$ cat src/rtl/srt4_pkg.sv
// Package srt4_pkg
// Shared types and elaboration-time helpers for the radix-4 SRT divider.
// Thresholds are in units of 1/16 of the shifted remainder estimate.
// The divisor interval index i covers d in [(8+i)/8, (9+i)/8).
package srt4_pkg;

    typedef logic signed [2:0] qdigit_t;

    typedef enum logic [1:0] {
        ST_IDLE = 2'd0,
        ST_RUN  = 2'd1,
        ST_FIN  = 2'd2
    } div_state_t;

    // Smallest estimate magnitude that selects +1: ceil((1/3)*d_hi*16)
    function automatic int thr_pos1(input int idx);
        return (2 * (9 + idx) + 2) / 3;
    endfunction

    // Smallest estimate magnitude that selects +2: ceil((4/3)*d_hi*16)
    function automatic int thr_pos2(input int idx);
        return (8 * (9 + idx) + 2) / 3;
    endfunction

    // Smallest negative magnitude that selects -1: floor((2/3)*d_lo*16)+1
    function automatic int thr_neg1(input int idx);
        return (4 * (8 + idx)) / 3 + 1;
    endfunction

    // Smallest negative magnitude that selects -2: floor((5/3)*d_lo*16)+1
    function automatic int thr_neg2(input int idx);
        return (10 * (8 + idx)) / 3 + 1;
    endfunction

endpackage

$ cat src/rtl/srt4_estimate.sv
// Module srt4_estimate
// Adds the top eight bits of the shifted sum and carry vectors to form a
// truncated estimate of 4*r. Then it splits that estimate into a sign and
// a 7-bit magnitude.
// Assumes: the true value of 4*r lies in (-8, 8), so the 8-bit sum cannot
// wrap. The estimate is at most 1/8 below the true value.
module srt4_estimate (
    input  logic [7:0] sum_top,
    input  logic [7:0] carry_top,
    output logic       est_neg,
    output logic [6:0] est_mag
);

    logic [7:0] est_raw;
    logic [7:0] est_abs;

    // Short assimilation adder over the leading bits only
    always_comb begin
        est_raw = sum_top + carry_top;
    end

    // Two's complement to sign-magnitude conversion
    always_comb begin
        est_neg = est_raw[7];
        est_abs = est_raw[7] ? (~est_raw + 8'd1) : est_raw;
        est_mag = est_abs[6:0];
    end

endmodule

$ cat src/rtl/srt4_digit_sel.sv
// Module srt4_digit_sel
// Picks the next quotient digit from the sign-magnitude estimate and
// three divisor fraction bits. There is one threshold set per divisor
// interval, and each set is computed during elaboration.
// Assumes: the leading divisor bit is 1, so it is not an input.
module srt4_digit_sel
    import srt4_pkg::*;
#(
    parameter int DBITS = 3
) (
    input  logic             est_neg,
    input  logic [6:0]       est_mag,
    input  logic [DBITS-1:0] dfrac,
    output qdigit_t          digit
);

    localparam int NCELL = 1 << DBITS;

    logic [6:0] p1_tab [NCELL];
    logic [6:0] p2_tab [NCELL];
    logic [6:0] n1_tab [NCELL];
    logic [6:0] n2_tab [NCELL];

    // One threshold set per divisor interval
    for (genvar gi = 0; gi < NCELL; gi++) begin : g_cell
        localparam int P1 = thr_pos1(gi);
        localparam int P2 = thr_pos2(gi);
        localparam int N1 = thr_neg1(gi);
        localparam int N2 = thr_neg2(gi);
        assign p1_tab[gi] = 7'(P1);
        assign p2_tab[gi] = 7'(P2);
        assign n1_tab[gi] = 7'(N1);
        assign n2_tab[gi] = 7'(N2);
    end

    logic [6:0] p1_sel, p2_sel, n1_sel, n2_sel;

    // Pick the threshold set for this divisor interval
    always_comb begin
        p1_sel = p1_tab[dfrac];
        p2_sel = p2_tab[dfrac];
        n1_sel = n1_tab[dfrac];
        n2_sel = n2_tab[dfrac];
    end

    // Compare the magnitude against the thresholds for its sign
    always_comb begin
        if (!est_neg) begin
            if (est_mag >= p2_sel)      digit = 3'sd2;
            else if (est_mag >= p1_sel) digit = 3'sd1;
            else                        digit = 3'sd0;
        end else begin
            if (est_mag >= n2_sel)      digit = -3'sd2;
            else if (est_mag >= n1_sel) digit = -3'sd1;
            else                        digit = 3'sd0;
        end
    end

endmodule

$ cat src/rtl/srt4_csa_step.sv
// Module srt4_csa_step
// Forms 4*r - q*D in carry-save form. The inputs are the redundant
// remainder (sum, carry), the scaled divisor and the digit. The +1 of the
// two's complement negation goes into the free carry LSB.
// Assumes: the true result fits in RW bits as a signed value.
module srt4_csa_step
    import srt4_pkg::*;
#(
    parameter int RW = 21
) (
    input  logic [RW-1:0] sum_in,
    input  logic [RW-1:0] carry_in,
    input  logic [RW-1:0] div_in,
    input  qdigit_t       digit,
    output logic [RW-1:0] sum_out,
    output logic [RW-1:0] carry_out
);

    logic [2:0]    neg_digit;
    logic [1:0]    digit_mag;
    logic          do_sub;
    logic [RW-1:0] multiple;
    logic [RW-1:0] addend;
    logic [RW-1:0] sh_sum;
    logic [RW-1:0] sh_carry;
    logic [RW-1:0] majority;

    // Digit magnitude and operation
    always_comb begin
        neg_digit = 3'(-digit);
        digit_mag = digit[2] ? neg_digit[1:0] : digit[1:0];
        do_sub    = !digit[2] && (digit != 3'sd0);
    end

    // Divisor multiple, inverted when it is subtracted
    always_comb begin
        unique case (digit_mag)
            2'd2:    multiple = {div_in[RW-2:0], 1'b0};
            2'd1:    multiple = div_in;
            default: multiple = '0;
        endcase
        addend = do_sub ? ~multiple : multiple;
    end

    // One carry-save layer over the shifted remainder and the addend
    always_comb begin
        sh_sum    = {sum_in[RW-3:0], 2'b00};
        sh_carry  = {carry_in[RW-3:0], 2'b00};
        sum_out   = sh_sum ^ sh_carry ^ addend;
        majority  = (sh_sum & sh_carry) | (sh_sum & addend) | (sh_carry & addend);
        carry_out = {majority[RW-2:0], do_sub};
    end

endmodule

$ cat src/rtl/srt4_qconv.sv
// Module srt4_qconv
// Builds the quotient from signed digits in two radix-4 accumulators: one
// for the positive digits and one for the magnitudes of the negative digits.
// Their difference is the binary quotient before correction.
// Assumes: clear and step are never high together.
module srt4_qconv
    import srt4_pkg::*;
#(
    parameter int QW = 16
) (
    input  logic          clk,
    input  logic          rst_n,
    input  logic          clear,
    input  logic          step,
    input  qdigit_t       digit,
    output logic [QW-1:0] qpos,
    output logic [QW-1:0] qneg
);

    logic [1:0] pos_part;
    logic [1:0] neg_part;
    logic [2:0] neg_digit;

    // Split the digit into its positive and negative contributions
    always_comb begin
        neg_digit = 3'(-digit);
        pos_part  = (!digit[2]) ? digit[1:0] : 2'd0;
        neg_part  = digit[2] ? neg_digit[1:0] : 2'd0;
    end

    // Shift by one radix-4 place and append the new digit
    always_ff @(posedge clk) begin
        if (!rst_n || clear) begin
            qpos <= '0;
            qneg <= '0;
        end else if (step) begin
            qpos <= {qpos[QW-3:0], pos_part};
            qneg <= {qneg[QW-3:0], neg_part};
        end
    end

endmodule

$ cat src/rtl/srt4_divider.sv
// Module srt4_divider
// Iterative radix-4 SRT fractional divider with a carry-save partial
// remainder. It runs ITER digit iterations and then one resolve cycle.
// Remainder scale: 2^-(W+1). The dividend loads as r0 = X/4 and the
// divisor as 4*D. The quotient is floor(X*4^(ITER-1)/D).
// Assumes: both operands have bit W-1 set.
module srt4_divider
    import srt4_pkg::*;
#(
    parameter int W    = 16,
    parameter int ITER = W / 2
) (
    input  logic                clk,
    input  logic                rst_n,
    input  logic                start,
    input  logic [W-1:0]        dividend,
    input  logic [W-1:0]        divisor,
    output logic                busy,
    output logic                done,
    output logic [2*ITER-1:0]   quotient,
    output logic [W-1:0]        remainder
);

    localparam int RW = W + 5;
    localparam int QW = 2 * ITER;
    localparam int CW = $clog2(ITER + 1);

    div_state_t    state;
    logic [CW-1:0] iter_cnt;
    logic [RW-1:0] sum_q;
    logic [RW-1:0] carry_q;
    logic [RW-1:0] div4_q;
    logic [RW-1:0] sum_nx;
    logic [RW-1:0] carry_nx;
    logic          est_neg;
    logic [6:0]    est_mag;
    qdigit_t       q_dig;
    logic [QW-1:0] qpos;
    logic [QW-1:0] qneg;
    logic          load_go;
    logic          run_step;
    logic          run_phase;
    logic [RW-1:0] rem_raw;
    logic [RW-1:0] rem_fix;
    logic          rem_is_neg;

    // Handshake decode
    always_comb begin
        load_go   = (state == ST_IDLE) && start;
        run_step  = (state == ST_RUN);
        run_phase = (state != ST_IDLE);
        busy      = run_phase;
    end

    srt4_estimate u_est (
        .sum_top   (sum_q[RW-3 -: 8]),
        .carry_top (carry_q[RW-3 -: 8]),
        .est_neg   (est_neg),
        .est_mag   (est_mag)
    );

    srt4_digit_sel #(.DBITS(3)) u_sel (
        .est_neg (est_neg),
        .est_mag (est_mag),
        .dfrac   (div4_q[W:W-2]),
        .digit   (q_dig)
    );

    srt4_csa_step #(.RW(RW)) u_csa (
        .sum_in    (sum_q),
        .carry_in  (carry_q),
        .div_in    (div4_q),
        .digit     (q_dig),
        .sum_out   (sum_nx),
        .carry_out (carry_nx)
    );

    srt4_qconv #(.QW(QW)) u_qconv (
        .clk   (clk),
        .rst_n (rst_n),
        .clear (load_go),
        .step  (run_step),
        .digit (q_dig),
        .qpos  (qpos),
        .qneg  (qneg)
    );

    // Final assimilation and sign correction of the remainder
    always_comb begin
        rem_raw    = sum_q + carry_q;
        rem_is_neg = rem_raw[RW-1];
        rem_fix    = rem_is_neg ? (rem_raw + div4_q) : rem_raw;
    end

    // Sequencing, remainder registers and result registers
    always_ff @(posedge clk) begin
        if (!rst_n) begin
            state     <= ST_IDLE;
            iter_cnt  <= '0;
            sum_q     <= '0;
            carry_q   <= '0;
            div4_q    <= '0;
            done      <= 1'b0;
            quotient  <= '0;
            remainder <= '0;
        end else begin
            done <= 1'b0;
            unique case (state)
                ST_IDLE: begin
                    if (start) begin
                        sum_q    <= {5'b0, dividend};
                        carry_q  <= '0;
                        div4_q   <= {3'b0, divisor, 2'b00};
                        iter_cnt <= '0;
                        state    <= ST_RUN;
                    end
                end
                ST_RUN: begin
                    sum_q    <= sum_nx;
                    carry_q  <= carry_nx;
                    iter_cnt <= iter_cnt + 1'b1;
                    if (iter_cnt == CW'(ITER - 1)) state <= ST_FIN;
                end
                ST_FIN: begin
                    quotient  <= qpos - qneg - QW'(rem_is_neg);
                    remainder <= rem_fix[W+1:2];
                    done      <= 1'b1;
                    state     <= ST_IDLE;
                end
                default: state <= ST_IDLE;
            endcase
        end
    end

endmodule

$ cat config.mk
export PLATFORM = sky130hd
export DESIGN_NAME = srt4_divider
export DESIGN_NICKNAME = d
export VERILOG_FILES = /design/src/rtl/srt4_pkg.sv /design/src/rtl/srt4_estimate.sv /design/src/rtl/srt4_digit_sel.sv /design/src/rtl/srt4_csa_step.sv /design/src/rtl/srt4_qconv.sv /design/src/rtl/srt4_divider.sv
export SDC_FILE = /design/constraint.sdc
export NUM_CORES = 1
export LEC_CHECK = 0
export ABC_AREA = 1
export BUFFER_PORTS_ARGS = -buffer_cell sky130_fd_sc_hd__buf_2
export CORE_UTILIZATION = 65
export DETAILED_ROUTE_END_ITERATION = 16
export PLACE_DENSITY_LB_ADDON = 0.12
export RECOVER_POWER = 100
export SLEW_MARGIN = 20
export SYNTH_ARGS = -nofsm -noshare
export SYNTH_HDL_FRONTEND = slang
export SYNTH_SLANG_ARGS = --single-unit
$ cat constraint.sdc
create_clock -name clk -period 8.25 [get_ports clk]
set_clock_uncertainty 0.15 [all_clocks]
set_input_delay 0.825 -clock clk [delete_from_list [all_inputs] [get_ports clk]]
set_output_delay 0.825 -clock clk [all_outputs]
set_load 0.01 [all_outputs]
# ---- Word level (Yosys, flattened, before mapping)
# Memory sizes are Yosys's and may differ from the RTL's.
# Index checks and enable logic that the tools add are counted.
# Widths: inputs -> output; s select.
dict set report totals {
  regBits 129
  mem_bits_rw 0
  inputBits 35
  mem_bits_ro 224
  mem_count 4
  latch_bits 0
  output_inout_bits 34
}
# name depth word_bits read_ports rd_ports_with_merged_regs wr line_no
set memory_table {}
lappend memory_table {{(name not given)} 8 7 1 0 0 srt4_digit_sel.sv:40} ;# p1_sel = p1_tab[dfrac];
lappend memory_table {{(name not given)} 8 7 1 0 0 srt4_digit_sel.sv:41} ;# p2_sel = p2_tab[dfrac];
lappend memory_table {{(name not given)} 8 7 1 0 0 srt4_digit_sel.sv:42} ;# n1_sel = n1_tab[dfrac];
lappend memory_table {{(name not given)} 8 7 1 0 0 srt4_digit_sel.sv:43} ;# n2_sel = n2_tab[dfrac];
dict set report op_classes {
  muxes 30
  n_lt_le_gt_ge 5
  n_addsub 8
  bitwise_logic 10
  n_mul 0
  shift 0
  div 0
  reduce_logical 12
  eq_ne 7
}
# op count
set op_table {}
lappend op_table {{$pmux 21 s2} 2}
lappend op_table {{$mux 21} 3}
lappend op_table {{$mux 7} 9}
lappend op_table {{$and 20x20->20} 3}
lappend op_table {{$xor 21x21->21} 2}
lappend op_table {{$or 20x20->20} 2}
lappend op_table {{$pmux 19 s2} 1}
lappend op_table {{$ge 7x7->1} 4}
lappend op_table {{$add 21x21->21} 1}
lappend op_table {{$not 19->21} 1}
lappend op_table {{$add 18x18->18} 1}
lappend op_table {{$mux 18} 1}
lappend op_table {{$sub 16x1->16} 1}
lappend op_table {{$sub 16x16->16} 1}
lappend op_table {{$mux 3} 4}
lappend op_table {{$mux 2} 5}
lappend op_table {{$add 8x8->8} 1}
lappend op_table {{$pmux 4 s2} 1}
lappend op_table {{$add 7x1->7 const B} 1}
lappend op_table {{$not 7->7} 1}
lappend op_table {{$reduce_and 2->1} 3}
lappend op_table {{$add 4x1->4 const B} 1}
lappend op_table {{$eq 2x1->1 const B} 2}
lappend op_table {{$eq 2x2->1 const B} 2}
lappend op_table {{other kinds (15)} 19}

# ---- Longest topological paths before layout
# Gate-level depths: netlist (run 1).
dict set report logic_depth {
  word_depth 18
  depth_mapped 33
  mapped_depth_nobuf 30
}

# ---- Cells and area by module
# From an unflattened synthesis (run 1), not the netlist that was laid out.
dict set report hier_totals {
  hier_cells 1702
  area_unflattened_um2 11111.9
}
# module seq_area_each_um2 instances cells_each area_per_inst_um2
set modules_own_cells {}
lappend modules_own_cells {srt4_divider 1941.9 1 1056 7055.5}
lappend modules_own_cells {srt4_csa_step 0.0 1 254 1477.7}
lappend modules_own_cells {srt4_qconv 640.6 1 147 1174.9}
lappend modules_own_cells {srt4_digit_sel 0.0 1 130 783.3}
lappend modules_own_cells {srt4_estimate 0.0 1 115 620.6}

# ---- Worst setup path before layout (run 1)
# No wires, ideal clock.
dict set report synth_path {
  path_kind {reg-to-reg}
  startpoint {reg sum_q[13]}
  endpoint {reg sum_q[15]}
  t_arrival_ps 4492
  path_slack_ps 3534
  n_path_buf 3
  synth_period_minus_slack_ps 4716
  setup_time_ps 74
  stages_incl_launch_ff 31
  path_cell_list {dfxtp_1 ha_1 buf_4 nand2_1 nand3_1 nand2_1 nand2_1 nand2_1 nand2_1 buf_6 o21ai_0 ha_1 a21oi_1 nor2_1 o21ai_0 nand2_1 nand2_1 nand3_1 nand3_1 nand2_2 o21ai_0 nand2_1 inv_1 ha_1 inv_1 clkbuf_1 nand2_1 xnor2_1 fa_1 nand2_1 a31oi_1}
}
dict set report synth_via {
  elab_chain_len 16
  word_cells_on_any_way 26
  cone_classes {add/sub: 3; order compare: 4; eq/ne: 2; mux: 10; bitwise: 4; reduce/logical: 3}
}
# element line_no
set synth_rtl {}
lappend synth_rtl {{start: declaration} srt4_divider.sv:30} ;# logic [RW-1:0] sum_q;
lappend synth_rtl {{start signal: assignment} srt4_divider.sv:111} ;# sum_q <= {5'b0, dividend};
lappend synth_rtl {{start signal: assignment} srt4_divider.sv:119} ;# sum_q <= sum_nx;
lappend synth_rtl {{$add 8x8->8} srt4_estimate.sv:19} ;# est_raw = sum_top + carry_top;
lappend synth_rtl {{$not 7->7} srt4_estimate.sv:25} ;# est_abs = est_raw[7] ? (~est_raw + 8'd1) : est_raw;
lappend synth_rtl {{$add 7x1->7} srt4_estimate.sv:25}
lappend synth_rtl {{$mux 7} srt4_estimate.sv:25}
lappend synth_rtl {{$ge 7x7->1, on equally long branches} {srt4_digit_sel.sv:50, srt4_digit_sel.sv:54}}
lappend synth_rtl {{$mux 1 or $mux 3 (tied branches)} {srt4_digit_sel.sv:50, srt4_digit_sel.sv:54}}
lappend synth_rtl {{$mux 3, on equally long branches} {srt4_digit_sel.sv:49, srt4_digit_sel.sv:53}}
lappend synth_rtl {{$mux 3} srt4_digit_sel.sv:48} ;# if (!est_neg) begin
lappend synth_rtl {{$neg 2->2} srt4_csa_step.sv:30} ;# neg_digit = 3'(-digit);
lappend synth_rtl {{$mux 2} srt4_csa_step.sv:31} ;# digit_mag = digit[2] ? neg_digit[1:0] : digit[1:0];
lappend synth_rtl {{$eq 2x1->1 or $eq 2x2->1 (tied branches)} srt4_csa_step.sv:37} ;# unique case (digit_mag)
lappend synth_rtl {{$pmux 19 s2} srt4_csa_step.sv:37}
lappend synth_rtl {{$not 19->21} srt4_csa_step.sv:42} ;# addend = do_sub ? ~multiple : multiple;
lappend synth_rtl {{$mux 21} srt4_csa_step.sv:42}
lappend synth_rtl {{$xor 21x21->21 (*)} srt4_csa_step.sv:49} ;# sum_out = sh_sum ^ sh_carry ^ addend;
lappend synth_rtl {{$pmux 21 s2 (*)} srt4_divider.sv:108} ;# unique case (state)
# Mark *: on every way between the ends. The rest lies on a longest branch, timed or not.
# A chain may end at the register's enable or synchronous reset.

# ---- Final worst setup path (run 1)
# Same ends and word-level chain as after synthesis.

==> qor.json, run 1 <==
{
  "outcome": {"value": "complete, but fails checks"},
  "failed_checks": {"value": "capacitance limit, slew limit"},
  "worst-slew-pin-transition": {"value": 2.78, "unit": "ns"},
  "slew_viol_final": {"value": 97},
  "synthFlopType": {"value": "dfxtp_1"},
  "cts_buffers": {"value": 17},
  "tritoncts": {"value": "done"},
  "path_clk_slew": {"value": 0.06, "unit": "ns"},
  "hold_depth": {"value": 2},
  "share_comb_of_total_power": {"value": 61.1, "unit": "%"},
  "hold_slack": {"value": 0.310, "unit": "ns"},
  "die_area": {"value": 0.0141, "unit": "sq mm"},
  "final.min_clock_period": {"value": 6.07, "unit": "ns"},
  "detail_route.wl_per_cell": {"value": 16.1, "unit": "microns"},
  "num-nets-final": {"value": 1441},
  "final_estimated_routing_congestion_in_global_placement": {"value": 0.942},
  "max_cap_violations": {"value": 2},
  "worstPathMaxFanout": {"value": 20},
  "clock_latency": {"value": 0.43, "unit": "ns"},
  "num_rows": {"value": 42},
  "ys.warnings.count": {"value": 0},
  "postSynthNetCount": {"value": 1393},
  "total_switching_power": {"value": 1.94, "unit": "mW"},
  "post_cts_resize_count": {"value": 0},
  "criticalPathCategory": {"value": "flop to flop"},
  "critPathCaptureType": {"value": "flop"},
  "cts-hold-fix-buffers": {"value": 0},
  "vdd_ir_drop_max": {"value": 0.300, "unit": "mV"},
  "vias": {"value": 8489},
  "die_width": {"value": 119, "unit": "microns"},
  "grt_start_max_net_pins": {"value": 73},
  "internal_power_of_the_cells": {"value": 2.03, "unit": "mW"},
  "min_path_type": {"value": "flop to flop"},
  "detail_route.drc_violations": {"value": 0},
  "power_per_cell_area": {"value": 401, "unit": "mW/mm^2"},
  "via_per_inst": {"value": 5.70},
  "via_count_of_the_first_global_routing_pass": {"value": 7652},
  "post_synth_instance_area": {"value": 0.00888, "unit": "sq mm"},
  "post-route-period-util": {"value": 73.6, "unit": "%"},
  "ys_types": {"value": 45},
  "post_layout_instance_area": {"value": 0.00988, "unit": "sq mm"},
  "core_box_area": {"value": 0.0133, "unit": "sq mm"},
  "fp.dieH": {"value": 119, "unit": "microns"},
  "drt-pass1-iter-count": {"value": 6},
  "numClockSinks": {"value": 127},
  "ant_nets": {"value": 0},
  "first_pass_grt_wire_length": {"value": 38100, "unit": "microns"},
  "gr-usage-all-layers": {"value": 34.4, "unit": "%"},
  "wirelength": {"value": 23900, "unit": "microns"},
  "seq_power_share": {"value": 18.3, "unit": "%"},
  "ctsLongestPathBuffers": {"value": 2},
  "asyncSetResetFlopFracSynth": {"value": 0, "unit": "%"},
  "postPlaceCellArea": {"value": 0.00931, "unit": "sq mm"},
  "timing_hold_violations_final": {"value": 0},
  "drt_first_iter_violations": {"value": 935},
  "yosysSeqAreaShare": {"value": 28.6, "unit": "%"},
  "endpoint_arrival_time_on_the_critical_path": {"value": 6.26, "unit": "ns"},
  "synth_cells": {"value": 1250},
  "synth_top_area_share": {"value": 28.6, "unit": "%"},
  "achievable-frequency": {"value": 165, "unit": "MHz"},
  "antenna_found_initial": {"value": 1},
  "initial_core_util": {"value": 66.8, "unit": "%"},
  "yosys_register_bits": {"value": 127},
  "crit_path_start_kind": {"value": "flop"},
  "cts-root-buf": {"value": "clkbuf_16"},
  "fillerInstances": {"value": 1075},
  "global_route.overflow_total": {"value": 0},
  "synth_enable_flop_cells": {"value": 0},
  "clkPwrFrac": {"value": 20.6, "unit": "%"},
  "power.switching_fraction": {"value": 48.9, "unit": "%"},
  "layout-area-overhead-vs-synth": {"value": 11.2, "unit": "%"},
  "htree_num_levels": {"value": 4},
  "timing.slew.headroom": {"value": -85.6, "unit": "%"},
  "syn-mean-instance-area": {"value": 7.11, "unit": "sq um"},
  "setup_total_negative_slack": {"value": 0, "unit": "ns"},
  "io_pins": {"value": 69},
  "required": {"value": 8.45, "unit": "ns"},
  "rsz0062_at_grt": {"value": "false"},
  "timing.final.setup_violations": {"value": 0},
  "place.port_buffers": {"value": 68},
  "netlist.top_cell.by_area": {"value": "dfxtp_1"},
  "cts.repair_timing.setup_buffer_count": {"value": 0},
  "drive_above_1_share": {"value": 6.94, "unit": "%"},
  "synthTopCellsByArea": {"value": "dfxtp_1 (29%), ha_1 (12%), nand2_1 (11%)"},
  "power_leakage": {"value": 4.71, "unit": "nW"},
  "reg2regPathDepth": {"value": 24},
  "detailed_place_hpwl": {"value": 17000, "unit": "microns"}
}
==> cell usage after synthesis, drive strengths merged (5+ instances only) <==
library cell / n
ha: 88
o21ai: 94
inv: 180
clkbuf: 38
o211ai: 15
nand3: 51
a22oi: 11
nor2: 75
nor3: 6
or2: 7
nand4: 7
a31oi: 17
buf: 10
dfxtp: 127
xor2: 31
xnor2: 25
a21oi: 121
o22ai: 18
fa: 20
o221ai: 5
nand2: 278
==> per-stage QoR <==
step	setup slack (ns)	instances	total power [mW]	utilization (%)
2_1_floorplan	3.53	1250	2.54	-
3_3_place_gp	2.62	1455	3.07	70.0
3_5_place_dp	2.65	1455	3.09	70.0
4_1_cts	2.60	1487	3.94	74.8
5_1_grt	1.53	1488	4.25	74.3
6_report	2.18	1488	3.96	74.3
==> worst paths after layout <==
check	from	to	slack, ns
setup / recovery	sum_q[13]	sum_q[15]	2.18
hold / removal	remainder[7]	remainder[7]	0.31
setup reg to reg	sum_q[13]	sum_q[15]	2.18
hold reg to reg	remainder[7]	remainder[7]	0.31
==> cell usage in the layout (no fill, tap or decap), types with 3 or more instances in the layout <==
cell,instances
bufinv_16,4
ha_1,88
o31ai_1,3
a22oi_1,11
a21o_1,4
buf_2,34
nand2_2,4
nor2_2,3
a31oi_1,17
o211ai_1,15
o21ai_0,94
nand4_1,7
inv_1,175
nand3_1,51
dfxtp_1,127
inv_6,3
or2_2,6
nor2_1,71
a21oi_1,120
o22ai_1,18
nor3_1,6
xnor2_1,25
nor4_1,3
inv_2,4
clkbuf_16,17
fa_1,20
o21a_1,4
clkbuf_1,38
buf_4,6
o221ai_1,5
xor2_1,31
nand2_1,274
==> power by group through the flow <==
stage | clock (mW) | sequential [mW] | combinational [mW]
detailed placement | 0 | 0.738 | 2.35
floorplan | 0 | 0.722 | 1.82
global route | 0.842 | 0.735 | 2.68
finish | 0.815 | 0.727 | 2.42
CTS | 0.814 | 0.725 | 2.40
global placement | 0 | 0.735 | 2.33
==> per-layer routing <==
metal / GRT usage [%] / wire length (microns)
met1: 49.7 / 11200
met2: 51.8 / 10200
met3: 7.61 / 2130
met4: 9.02 / 376
met5: 0 / 0
==> worst max-delay path: stages, from the launching register on <==
cell and delay (ns):
dfxtp_1 0.34, ha_1 0.48, nand3_1 0.17, nand3_1 0.15, nand2_1 0.08, nand3_1 0.07, nand2_1 0.22, o21ai_0 0.63
ha_1 0.35, a21oi_1 0.15, nor2_1 0.05, o21ai_0 0.20, nand2_1 0.07, nand2_1 0.06, nand3_1 0.06, nand3_1 0.07
nand2_1 0.10, nand2_1 0.14, nand2_1 0.09, o21ai_0 0.16, clkbuf_1 1.07, xnor2_1 0.30, fa_1 0.58, nand2_1 0.06
a31oi_1 0.18
==> state kept, by name (all words and copies together) (netlist names), 2 cells and up <==
register and count:
sum_q 21, carry_q 19, div4_q 16, quotient 16, remainder 16, u_qconv.qneg 16, u_qconv.qpos 16, iter_cnt 4
state 2
==> kinds of logic after synthesis <==
group / Yosys count / synth area share, %
simple gates: 430 / 19.9
compound gates: 300 / 19.0
buf+inv: 229 / 10.0
flops: 127 / 28.6
fa+ha+maj: 108 / 16.9
xor+xnor: 56 / 5.52
==> layout make-up <==
type	count	area [sq um]	area share (%)
multi-input combinational	894	5440	55.1
sequential	127	2540	25.7
inverter	181	679	6.88
clock buffer	20	457	4.62
timing repair buffer	77	354	3.58
tap	176	220	2.23
clock inverter	12	180	1.82
antenna	1	2.50	0.0253
Note: power is estimated with default switching activity, not from simulation.
==> run 2, diff against run 1 <==
--- a/config.mk
+++ b/config.mk
@@ -7,7 +7,7 @@
 export LEC_CHECK = 0
 export ABC_AREA = 1
 export BUFFER_PORTS_ARGS = -buffer_cell sky130_fd_sc_hd__buf_2
-export CORE_UTILIZATION = 65
+export CORE_UTILIZATION = 61
 export DETAILED_ROUTE_END_ITERATION = 16
 export PLACE_DENSITY_LB_ADDON = 0.12
 export RECOVER_POWER = 100
==> constraint.sdc (replaced) <==
create_clock -name clk -period 6.3 [get_ports clk]
set_clock_uncertainty 0.15 [all_clocks]
set_input_delay 0.63 -clock clk [delete_from_list [all_inputs] [get_ports clk]]
set_output_delay 0.63 -clock clk [all_outputs]
set_load 0.01 [all_outputs]
==> qor.json, run 2 (synthesis gave the netlist of run 1 again) <==
{
  "outcome": {"value": "complete, but fails checks", "change": "unchanged"},
  "failed_checks": {"value": "capacitance limit, slew limit", "change": "unchanged"},
  "final_cell_mix": {"value": "nand2_1 (273), inv_1 (176), dfxtp_1 (127)", "change": "was nand2_1 (274), inv_1 (175), dfxtp_1 (127)"},
  "cts-root-buf": {"value": "clkbuf_16", "change": "unchanged"},
  "detail_route.wl_per_cell": {"value": 16.3, "unit": "microns", "change": "was 16.1 microns"},
  "global_route.overflow_total": {"value": 0, "change": "unchanged"},
  "io_pins": {"value": 69, "change": "unchanged"},
  "rsz0062_at_grt": {"value": "false", "change": "unchanged"},
  "power": {"value": 5.05, "unit": "mW", "change": "was 3.96 mW"},
  "wirelength": {"value": 24300, "unit": "microns", "change": "was 23900 microns"},
  "achievable-frequency": {"value": 175, "unit": "MHz", "change": "was 165 MHz"},
  "timing_hold_violations_final": {"value": 0, "change": "unchanged"},
  "crit_slowest_cell": {"value": "o21ai_0", "change": "was clkbuf_1"},
  "post-route-period-util": {"value": 90.9, "unit": "%", "change": "was 73.6%"},
  "cts-hold-fix-buffers": {"value": 0, "change": "unchanged"},
  "timing.reg2reg.setup_slack": {"value": 0.57, "unit": "ns", "change": "was 2.18 ns"},
  "clock_latency": {"value": 0.42, "unit": "ns", "change": "was 0.43 ns"},
  "numClockSinks": {"value": 127, "change": "unchanged"},
  "ctsLongestPathBuffers": {"value": 2, "change": "unchanged"},
  "num-nets-final": {"value": 1442, "change": "was 1441"},
  "detail_route.drc_violations": {"value": 0, "change": "unchanged"},
  "reg2regPathDepth": {"value": 27, "change": "was 24"},
  "antenna_found_initial": {"value": 1, "change": "unchanged"},
  "final.min_clock_period": {"value": 5.73, "unit": "ns", "change": "was 6.07 ns"},
  "slew_viol_final": {"value": 134, "change": "was 97"},
  "layout.area.seq": {"value": 0.00254, "unit": "sq mm", "change": "unchanged"},
  "vdd_ir_drop_max": {"value": 0.564, "unit": "mV", "change": "was 0.300 mV"},
  "min_path_type": {"value": "flop to flop", "change": "unchanged"},
  "worstPathMaxFanout": {"value": 16, "change": "was 20"},
  "timing.slew.headroom": {"value": -81.4, "unit": "%", "change": "was -85.6%"},
  "via_count_of_the_first_global_routing_pass": {"value": 7655, "change": "was 7652"},
  "vias": {"value": 8529, "change": "was 8489"},
  "drt-pass1-iter-count": {"value": 5, "change": "was 6"},
  "critPathCaptureType": {"value": "flop", "change": "unchanged"},
  "via_per_inst": {"value": 5.72, "change": "was 5.70"},
  "drt_first_iter_violations": {"value": 802, "change": "was 935"},
  "num_rows": {"value": 43, "change": "was 42"},
  "power_per_cell_area": {"value": 513, "unit": "mW/mm^2", "change": "was 401 mW/mm^2"},
  "drive_above_1_share": {"value": 6.71, "unit": "%", "change": "was 6.94%"},
  "place.port_buffers": {"value": 68, "change": "unchanged"},
  "largest_register": {"value": "sum_q", "change": "unchanged"},
  "timing.critical_path.slowest_cell_delay": {"value": 0.57, "unit": "ns", "change": "was 1.07 ns"},
  "endpoint_arrival_time_on_the_critical_path": {"value": 5.92, "unit": "ns", "change": "was 6.26 ns"},
  "ant_nets": {"value": 0, "change": "unchanged"},
  "first_pass_grt_wire_length": {"value": 38300, "unit": "microns", "change": "was 38100 microns"},
  "required": {"value": 6.49, "unit": "ns", "change": "was 8.45 ns"},
  "largest_register_ff_count": {"value": 21, "change": "unchanged"},
  "path_clk_slew": {"value": 0.06, "unit": "ns", "change": "about the same"},
  "detailed_place_hpwl": {"value": 17500, "unit": "microns", "change": "was 17000 microns"},
  "die_width": {"value": 123, "unit": "microns", "change": "was 119 microns"},
  "setup_total_negative_slack": {"value": 0, "unit": "ns", "change": "unchanged"},
  "tritoncts": {"value": "done", "change": "unchanged"},
  "crit_path_start_kind": {"value": "flop", "change": "unchanged"},
  "die_area": {"value": 0.0150, "unit": "sq mm", "change": "was 0.0141 sq mm"},
  "criticalPathCategory": {"value": "flop to flop", "change": "unchanged"},
  "initial_core_util": {"value": 63.3, "unit": "%", "change": "was 66.8%"},
  "power_leakage": {"value": 4.70, "unit": "nW", "change": "was 4.71 nW"},
  "worst-slew-pin-transition": {"value": 2.72, "unit": "ns", "change": "was 2.78 ns"},
  "grt_start_max_net_pins": {"value": 59, "change": "was 73"},
  "fillerInstances": {"value": 1226, "change": "was 1075"},
  "worst_setup_slack_after_placement": {"value": 0.732, "unit": "ns", "change": "was 2.65 ns"},
  "final_estimated_routing_congestion_in_global_placement": {"value": 1.01, "change": "was 0.942"},
  "gr-usage-all-layers": {"value": 33.4, "unit": "%", "change": "was 34.4%"},
  "antennaDiodeCount": {"value": 0, "change": "was 1"},
  "layout-area-overhead-vs-synth": {"value": 10.9, "unit": "%", "change": "was 11.2%"},
  "layout_setup_ws": {"value": 0.574, "unit": "ns", "change": "was 2.18 ns"},
  "post_cts_resize_count": {"value": 0, "change": "unchanged"},
  "htree_num_levels": {"value": 4, "change": "unchanged"},
  "cts.repair_timing.setup_buffer_count": {"value": 0, "change": "unchanged"},
  "cts_buffers": {"value": 17, "change": "unchanged"},
  "core_box_area": {"value": 0.0140, "unit": "sq mm", "change": "was 0.0133 sq mm"},
  "multi_input_area": {"value": 0.00544, "unit": "sq mm", "change": "unchanged"},
  "timing.final.setup_violations": {"value": 0, "change": "unchanged"},
  "most_common_cell_after_layout_fill_and_taps_aside": {"value": "nand2_1", "change": "unchanged"},
  "hold_depth": {"value": 2, "change": "unchanged"},
  "max_cap_violations": {"value": 3, "change": "was 2"},
  "largest_registers": {"value": "sum_q (21), carry_q (19)", "change": "unchanged"},
  "fp.dieH": {"value": 123, "unit": "microns", "change": "was 119 microns"}
}
## run 2: cell types whose count changed in the layout (fill, tap and decap cells not counted), sizes merged
cell      before  now
diode          1    0
clkinvlp       2    0
clkinv         5    7
bufinv         4    3
clkbuf        57   60
inv          182  180
## run 2: power by group
group / switching [mW] / internal [mW] / leakage (nW)
sequential: 0.0786 / 0.879 / 1.03
combinational: 2.00 / 1.08 / 3.37
clock: 0.366 / 0.642 / 0.294
## run 2: cell type report
class / count / share of cell area, %
clock buffers: 22 / 4.71
clock inverters: 9 / 1.37
inverters: 181 / 6.90
multi-input cells: 894 / 55.3
flip-flops and latches: 127 / 25.8
well taps: 180 / 2.29
repair buffers: 78 / 3.63
## run 2: routing by layer
| metal | routed length, microns | vias up | global-route usage [%] |
|---|---|---|---|
| met1 | 11600 | 3957 | 48.1 |
| li1 | - | 4212 | - |
| met4 | 206 | 2 | 7.77 |
| met2 | 10400 | 334 | 50.3 |
| met5 | 13 | - | 0 |
| met3 | 2090 | 24 | 7.20 |
## run 2: per-stage QoR
stage / area, sq um / utilization [%] / cells / hold WS, ns
4_1_cts: 9920 / 70.6 / 1491 / 0.313
6_report: 9850 / 70.1 / 1491 / 0.315
3_5_place_dp: 9320 / 66.4 / 1460 / 0.304
2_1_floorplan: 8880 / - / 1250 / 0.291
5_1_grt: 9850 / 70.1 / 1491 / 0.332
3_3_place_gp: 9320 / 66.4 / 1460 / 0.301
## run 2: path summary, 6_finish.rpt
check,start,to
worst max-delay path,carry_q[13],sum_q[2]
worst min-delay path,u_qconv.qpos[14],u_qconv.qpos[14]
worst max register to register,carry_q[13],sum_q[2]
worst min register to register,u_qconv.qpos[14],u_qconv.qpos[14]
## run 2: critical path: cells and delay by family, from the launching register on
family | cells | cell delay [ns]
XOR/XNOR | 1 | 0.20
AO/OA/AOI/OAI | 5 | 1.37
AND/OR/NAND/NOR | 14 | 1.48
buffers and inverters | 3 | 0.54
adder cells (fa/ha/maj) | 4 | 1.54
flip-flops | 1 | 0.35
